$ cat config.mk
export PLATFORM = sky130hd
export DESIGN_NAME = pal_scan_gen
export DESIGN_NICKNAME = d
export VERILOG_FILES = /design/src/rtl/pal_scan_pkg.sv /design/src/rtl/pal_sync_lock.sv /design/src/rtl/pal_raster_ctrl.sv /design/src/rtl/pal_addr_path.sv /design/src/rtl/pal_scan_gen.sv
export SDC_FILE = /design/constraint.sdc
export NUM_CORES = 1
export LEC_CHECK = 0
export ABC_CLOCK_PERIOD_IN_PS = 4100
export BUFFER_PORTS_ARGS = -buffer_cell sky130_fd_sc_hd__buf_2
export CELL_PAD_IN_SITES_DETAIL_PLACEMENT = 1
export CELL_PAD_IN_SITES_GLOBAL_PLACEMENT = 1
export CORE_MARGIN = 5
export CORE_UTILIZATION = 30
export CTS_CLUSTER_DIAMETER = 120
export DETAILED_ROUTE_END_ITERATION = 10
export PLACE_DENSITY = 0.66
export SLEW_MARGIN = 40
export SYNTH_ARGS = -nofsm -noshare
export SYNTH_HDL_FRONTEND = slang
export SYNTH_SLANG_ARGS = --single-unit
$ cat constraint.sdc
create_clock -name clk -period 4.1 [get_ports clk]
set_input_delay 1.025 -clock clk [delete_from_list [all_inputs] [get_ports clk]]
set_output_delay 1.025 -clock clk [all_outputs]
set_load 0.01 [all_outputs]
$ cat src/rtl/pal_scan_pkg.sv
package pal_scan_pkg;

  // Strobes sent from the raster control to the address datapath.
  typedef struct packed {
    logic step;      // an enabled visible pixel is consumed this cycle
    logic rowSkip;   // that pixel is the last of its row: jump over the other field's row
    logic loadBase;  // vertical blanking ends: reload the field's first row
    logic baseOdd;   // the field about to start is the second field
  } scan_strobe_t;

endpackage

$ cat src/rtl/pal_sync_lock.sv
module pal_sync_lock #(
  parameter int LINE_CLKS   = 736,
  parameter int LOCK_PULSES = 3
) (
  input  logic clk,
  input  logic rst,
  input  logic extSync,
  output logic extEdge,
  output logic locked
);
  localparam int G_W = $clog2(LINE_CLKS + 2);
  localparam int R_W = $clog2(LOCK_PULSES + 1);
  localparam logic [G_W-1:0] GAP_LINE = G_W'(LINE_CLKS);
  localparam logic [G_W-1:0] GAP_SAT  = G_W'(LINE_CLKS + 1);
  localparam logic [R_W-1:0] RUN_FULL = R_W'(LOCK_PULSES);

  logic           extPrev;
  logic [G_W-1:0] gapCnt;
  logic [R_W-1:0] runCnt;

  assign extEdge = extSync & ~extPrev;
  assign locked  = (runCnt == RUN_FULL);

  always_ff @(posedge clk) begin
    if (rst) begin
      extPrev <= 1'b0;
      gapCnt  <= GAP_SAT;
      runCnt  <= '0;
    end else begin
      extPrev <= extSync;
      if (extEdge) begin
        gapCnt <= G_W'(1);
        if (runCnt != '0 && gapCnt == GAP_LINE)
          runCnt <= (runCnt == RUN_FULL) ? RUN_FULL : runCnt + R_W'(1);
        else
          runCnt <= R_W'(1);
      end else begin
        if (gapCnt != GAP_SAT) gapCnt <= gapCnt + G_W'(1);
        if (gapCnt == GAP_LINE) runCnt <= '0;
      end
    end
  end
endmodule

$ cat src/rtl/pal_raster_ctrl.sv
module pal_raster_ctrl
  import pal_scan_pkg::*;
#(
  parameter int LINE_CLKS    = 736,
  parameter int HSYNC_CLKS   = 54,
  parameter int HACT_START   = 140,
  parameter int ACTIVE_W     = 575,
  parameter int FRAME_LINES  = 625,
  parameter int VSYNC_LINES  = 3,
  parameter int VBLANK_LINES = 25
) (
  input  logic         clk,
  input  logic         rst,
  input  logic         en,
  input  logic         realign,
  output scan_strobe_t strb,
  output logic         hSync,
  output logic         vSync,
  output logic         blank,
  output logic         field,
  output logic         active
);
  localparam int H_W          = $clog2(LINE_CLKS);
  localparam int V_W          = $clog2(FRAME_LINES);
  localparam int FIELD0_LINES = (FRAME_LINES + 1) / 2;

  localparam logic [H_W-1:0] H_LAST     = H_W'(LINE_CLKS - 1);
  localparam logic [H_W-1:0] H_SYNC_END = H_W'(HSYNC_CLKS);
  localparam logic [H_W-1:0] H_ACT0     = H_W'(HACT_START);
  localparam logic [H_W-1:0] H_ACT_LAST = H_W'(HACT_START + ACTIVE_W - 1);
  localparam logic [V_W-1:0] V_LAST     = V_W'(FRAME_LINES - 1);
  localparam logic [V_W-1:0] V_F1_FIRST = V_W'(FIELD0_LINES);
  localparam logic [V_W-1:0] V_SYNC_END = V_W'(VSYNC_LINES);
  localparam logic [V_W-1:0] V_BLK_END  = V_W'(VBLANK_LINES);
  localparam logic [V_W-1:0] V_BLK_LAST = V_W'(VBLANK_LINES - 1);

  logic [H_W-1:0] hCnt;
  logic [V_W-1:0] vCnt;
  logic [V_W-1:0] lineInField;
  logic           lineEnd, frameEnd, hBlank, vBlank;

  assign lineEnd  = (hCnt == H_LAST);
  assign frameEnd = (vCnt == V_LAST);

  always_ff @(posedge clk) begin
    if (rst) begin
      hCnt <= '0;
      vCnt <= '0;
    end else if (en) begin
      if (realign) begin
        hCnt <= H_W'(1);
      end else if (lineEnd) begin
        hCnt <= '0;
        vCnt <= frameEnd ? '0 : vCnt + V_W'(1);
      end else begin
        hCnt <= hCnt + H_W'(1);
      end
    end
  end

  always_comb begin
    field       = (vCnt >= V_F1_FIRST);
    lineInField = field ? (vCnt - V_F1_FIRST) : vCnt;
    hSync       = (hCnt < H_SYNC_END);
    vSync       = (lineInField < V_SYNC_END);
    hBlank      = (hCnt < H_ACT0) || (hCnt > H_ACT_LAST);
    vBlank      = (lineInField < V_BLK_END);
    blank       = hBlank | vBlank;
    active      = ~blank;
  end

  always_comb begin
    strb.step     = en & active;
    strb.rowSkip  = en & active & (hCnt == H_ACT_LAST);
    strb.loadBase = en & ~realign & lineEnd & (lineInField == V_BLK_LAST);
    strb.baseOdd  = field;
  end
endmodule

$ cat src/rtl/pal_addr_path.sv
module pal_addr_path
  import pal_scan_pkg::*;
#(
  parameter int ACTIVE_W = 575,
  parameter int ADDR_W   = 19
) (
  input  logic              clk,
  input  logic              rst,
  input  scan_strobe_t      strb,
  output logic [ADDR_W-1:0] scanAddr
);
  localparam logic [ADDR_W-1:0] ROW_STRIDE = ADDR_W'(ACTIVE_W);
  localparam logic [ADDR_W-1:0] ONE        = ADDR_W'(1);

  logic [ADDR_W-1:0] addrQ;
  assign scanAddr = addrQ;

  always_ff @(posedge clk) begin
    if (rst) begin
      addrQ <= '0;
    end else if (strb.loadBase) begin
      addrQ <= strb.baseOdd ? ROW_STRIDE : '0;
    end else if (strb.step) begin
      addrQ <= addrQ + ONE + (strb.rowSkip ? ROW_STRIDE : '0);
    end
  end
endmodule

$ cat src/rtl/pal_scan_gen.sv
module pal_scan_gen
  import pal_scan_pkg::*;
#(
  parameter int LINE_CLKS    = 736,
  parameter int HSYNC_CLKS   = 54,
  parameter int HACT_START   = 140,
  parameter int ACTIVE_W     = 575,
  parameter int FRAME_LINES  = 625,
  parameter int VSYNC_LINES  = 3,
  parameter int VBLANK_LINES = 25,
  parameter int LOCK_PULSES  = 3,
  localparam int ACTIVE_H    = FRAME_LINES - 2 * VBLANK_LINES,
  localparam int ADDR_W      = $clog2(ACTIVE_W * ACTIVE_H)
) (
  input  logic              clk,
  input  logic              rst,
  input  logic              en,
  input  logic              extSync,
  output logic              hSync,
  output logic              vSync,
  output logic              blank,
  output logic              field,
  output logic              active,
  output logic [ADDR_W-1:0] scanAddr,
  output logic              extLocked
);
  scan_strobe_t strb;
  logic         extEdge;
  logic         realign;

  assign realign = en & extLocked & extEdge;

  pal_sync_lock #(
    .LINE_CLKS  (LINE_CLKS),
    .LOCK_PULSES(LOCK_PULSES)
  ) u_lock (
    .clk    (clk),
    .rst    (rst),
    .extSync(extSync),
    .extEdge(extEdge),
    .locked (extLocked)
  );

  pal_raster_ctrl #(
    .LINE_CLKS   (LINE_CLKS),
    .HSYNC_CLKS  (HSYNC_CLKS),
    .HACT_START  (HACT_START),
    .ACTIVE_W    (ACTIVE_W),
    .FRAME_LINES (FRAME_LINES),
    .VSYNC_LINES (VSYNC_LINES),
    .VBLANK_LINES(VBLANK_LINES)
  ) u_ctrl (
    .clk    (clk),
    .rst    (rst),
    .en     (en),
    .realign(realign),
    .strb   (strb),
    .hSync  (hSync),
    .vSync  (vSync),
    .blank  (blank),
    .field  (field),
    .active (active)
  );

  pal_addr_path #(
    .ACTIVE_W(ACTIVE_W),
    .ADDR_W  (ADDR_W)
  ) u_addr (
    .clk     (clk),
    .rst     (rst),
    .strb    (strb),
    .scanAddr(scanAddr)
  );
endmodule

==> flow_metrics.py <==
metrics = {
    "grt": {
        "grt_max_degree": 28,
        "grt_pass1_wl_um": 15600,
        "overflow": 0,
        "grt_pass1_vias": 3242,
        "antenna_found_initial": 0,
        "track_usage_pct": 14.1,
    },
    "routing": {
        "vias_per_cell": 5.32,
        "drt_wl_total_um": 9490,
        "num_vias": 3268,
        "route.detailed.drc": 0,
        "drt_iter0_markers": 119,
        "wire_per_inst_um": 15.5,
        "ant_nets": 0,
        "drt_first_pass_iters": 4,
    },
    "layout": {
        "final_cell_mix": "nor2_1 (57), dfxtp_1 (50), a21oi_1 (30)",
        "diodes": 0,
        "final_common_cell": "nor2_1",
        "layout-drive-gt1-share_pct": 23.0,
        "syn_to_final_growth_pct": 19.0,
        "register_area_mm2": 0.00104,
        "final_nets": 494,
        "fill_cells": 1384,
        "multi_input_area_mm2": 0.00219,
    },
    "floorplanning": {
        "rows": 38,
        "io_pins": 29,
        "die_y_um": 116,
        "die_area_mm2": 0.0135,
        "start_util_pct": 30.9,
        "die_w_um": 116,
        "core_mm2": 0.0109,
    },
    "worst_setup_path": {
        "arrival_ns": 4.20,
        "cp-start-kind": "register",
        "worstPathRequired_ns": 4.34,
        "cp_max_fo": 8,
        "setup.worst_path.end_class": "register",
        "critPathKind": "register to register",
        "cp-startpoint": "u_ctrl.vCnt[1]$_SDFFE_PP0P_",
        "r2r-start": "u_ctrl.vCnt[1]$_SDFFE_PP0P_",
    },
    "place": {
        "portBuffers": 28,
        "place_congestion": 0.790,
        "hpwl_um": 6980,
    },
    "cts": {
        "clockRootBuffer": "clkbuf_16",
        "postCtsHoldBufs": 0,
        "clk_latency_ns": 0.30,
        "cts_buffer_depth": 2,
        "numClockSinks": 52,
        "cts_max_level": 2,
        "cts_buffers": 5,
        "cts_tree": "yes",
        "clk_pin_slew_worst_paths_ns": 0.08,
    },
    "sta": {
        "final.setup_skew_ns": 0.00955,
        "fmax_ghz": 0.252,
        "setup_viol": 0,
        "worst_pin_slew_ns": 0.713,
        "grt_setup_unrepaired": "true",
        "slew_viol_final": 0,
        "timing.setup.tns_ns": 0,
        "slew-limit-headroom_pct": 52.3,
        "period_minus_slack_ns": 3.96,
        "min_period_over_period_pct": 96.7,
        "hold_viol_final": 0,
    },
    "synth": {
        "async_flop_share_pct": 0,
        "syn_area_mm2": 0.00338,
        "synth_cell_types": 67,
        "yosys-top-cells-area": "dfxtp_1 (31%), nor2_1 (6.4%), ha_1 (5.9%)",
        "synth-xor-area-share_pct": 4.40,
        "yosys.area.top_type": "dfxtp_1",
        "ys.flop_type": "dfxtp_1",
        "syn-num-nets": 449,
        "synth-edff-count": 0,
        "synth_top_family_by_area": "simple AND/OR/NAND/NOR gates",
        "syn_avg_cell_area_um2": 7.90,
        "ys_ff_latch": 52,
        "synth.area.mux_share_pct": 2.22,
        "yosys.area_share.simple_pct": 26.2,
        "synth_compound_area_share_pct": 22.0,
        "ys_seq_area_share_pct": 30.8,
        "ys_warn_count": 0,
        "synth_top_area_share_pct": 30.8,
        "postSynthCellCount": 428,
        "synthAdderAreaFrac_pct": 6.51,
    },
    "power": {
        "leakage_nw": 1.56,
        "total_power_w": 0.00103,
        "ir_drop_uv": 150,
        "power_density_mw_per_mm2": 257,
    },
    "min_path": {
        "holdCritStartpoint": "u_lock.runCnt[0]$_SDFFE_PP0P_",
        "worstHoldPathType": "register to register",
    },
    "status": {
        "status": "completed",
    },
    "run": {
        "drv_cap": 0,
    },
}
layout make-up:
class / count / share of cell area, %
Clock buffer: 5 / 3.11
Clock inverter: 3 / 0.653
Inverter: 26 / 2.43
Multi-Input combinational cell: 330 / 54.5
Sequential cell: 52 / 25.9
Tap cell: 140 / 4.35
Timing Repair Buffer: 58 / 9.02
flip-flops by register name, indices dropped and copies added, names as in the netlist:
signal and flops:
u_addr.scanAddr 19, u_lock.gapCnt 10, u_lock.runCnt 2, u_ctrl.vCnt 10
u_ctrl.hCnt 10, u_lock.extPrev 1
layer usage:
metal / up-vias / track usage [%] / wire length [µm]
met5: - / 0 / 0
met2: 30 / 24.7 / 4620
met4: 0 / 3.87 / 137
met1: 1599 / 17.9 / 4530
li1: 1628 / - / -
met3: 11 / 2.38 / 198
report_power, final:
group	switching, W	leakage (nW)	internal [W]
registers	0.00000985	0.422	0.000514
clock network	0.000216	0.0744	0.000232
logic	0.0000392	1.06	0.0000223
per-stage QoR:
step | hold WS, ns | utilization, % | instances | cell area [µm²] | setup WS [ns]
global route | 0.511 | 36.8 | 614 | 4020 | -0.123
finish | 0.488 | 36.8 | 614 | 4020 | 0.135
global placement | 0.463 | 34.1 | 596 | 3730 | 0.0522
CTS | 0.493 | 35.7 | 606 | 3900 | 0.0107
detailed placement | 0.483 | 34.1 | 596 | 3730 | -0.111
floorplan | 0.450 | - | 428 | 3440 | 0.00837
synthesized netlist by cell type (all sizes together), types with 3 or more instances:
library cell	number
and2b	3
nor3b	3
xnor2	9
nor2	58
o211ai	4
nand2	29
or3	7
inv	26
or4	9
dfxtp	52
o31ai	7
nand2b	5
ha	16
mux2	4
nor2b	5
nor3	8
and2	3
xor2	8
nand4	14
clkbuf	12
o21a	6
a21oi	34
o21ai	31
buf	4
a211oi	8
mux2i	3
nor4	5
nand3	17
a311oi	4
path summary, 6_finish.rpt:
path	endpoint	slack, ns	depth (start not counted)
hold / removal	u_lock.runCnt[0]$_SDFFE_PP0P_	0.49	2
hold reg to reg	u_lock.runCnt[0]$_SDFFE_PP0P_	0.49	2
setup reg to reg	u_addr.scanAddr[13]$_SDFFE_PP0P_	0.14	20
setup / recovery	u_addr.scanAddr[13]$_SDFFE_PP0P_	0.14	20
critical path, stage by stage, from the launching register on:
cell,delay [ns]
dfxtp_2,0.34
inv_2,0.05
ha_1,0.18
or3b_4,0.38
a311oi_2,0.20
buf_4,0.20
buf_4,0.12
o21a_1,0.14
o221a_4,0.22
a21oi_4,0.07
nand3_4,0.13
inv_1,0.11
ha_1,0.34
o21a_1,0.13
o31a_1,0.17
o211ai_1,0.12
a21boi_1,0.17
buf_4,0.15
nor2_1,0.04
or4_1,0.48
a21oi_1,0.15
timing repair:
| item | 4_1_cts | 5_1_grt |
|---|---|---|
| setup endpoints to repair | 8 | 12 |
| setup buffers | 2 | 8 |
| pin swaps | 2 | 5 |
| resized for setup | 2 | 18 |
cell families after synthesis:
kind of cell,after synthesis
AND/OR/NAND/NOR,175
XOR/XNOR,17
buffers and inverters,46
adder cells (fa/ha/maj),17
multiplexers,7
flip-flops,52
AO/OA/AOI/OAI,114
Power figures use the tool's default switching activity.
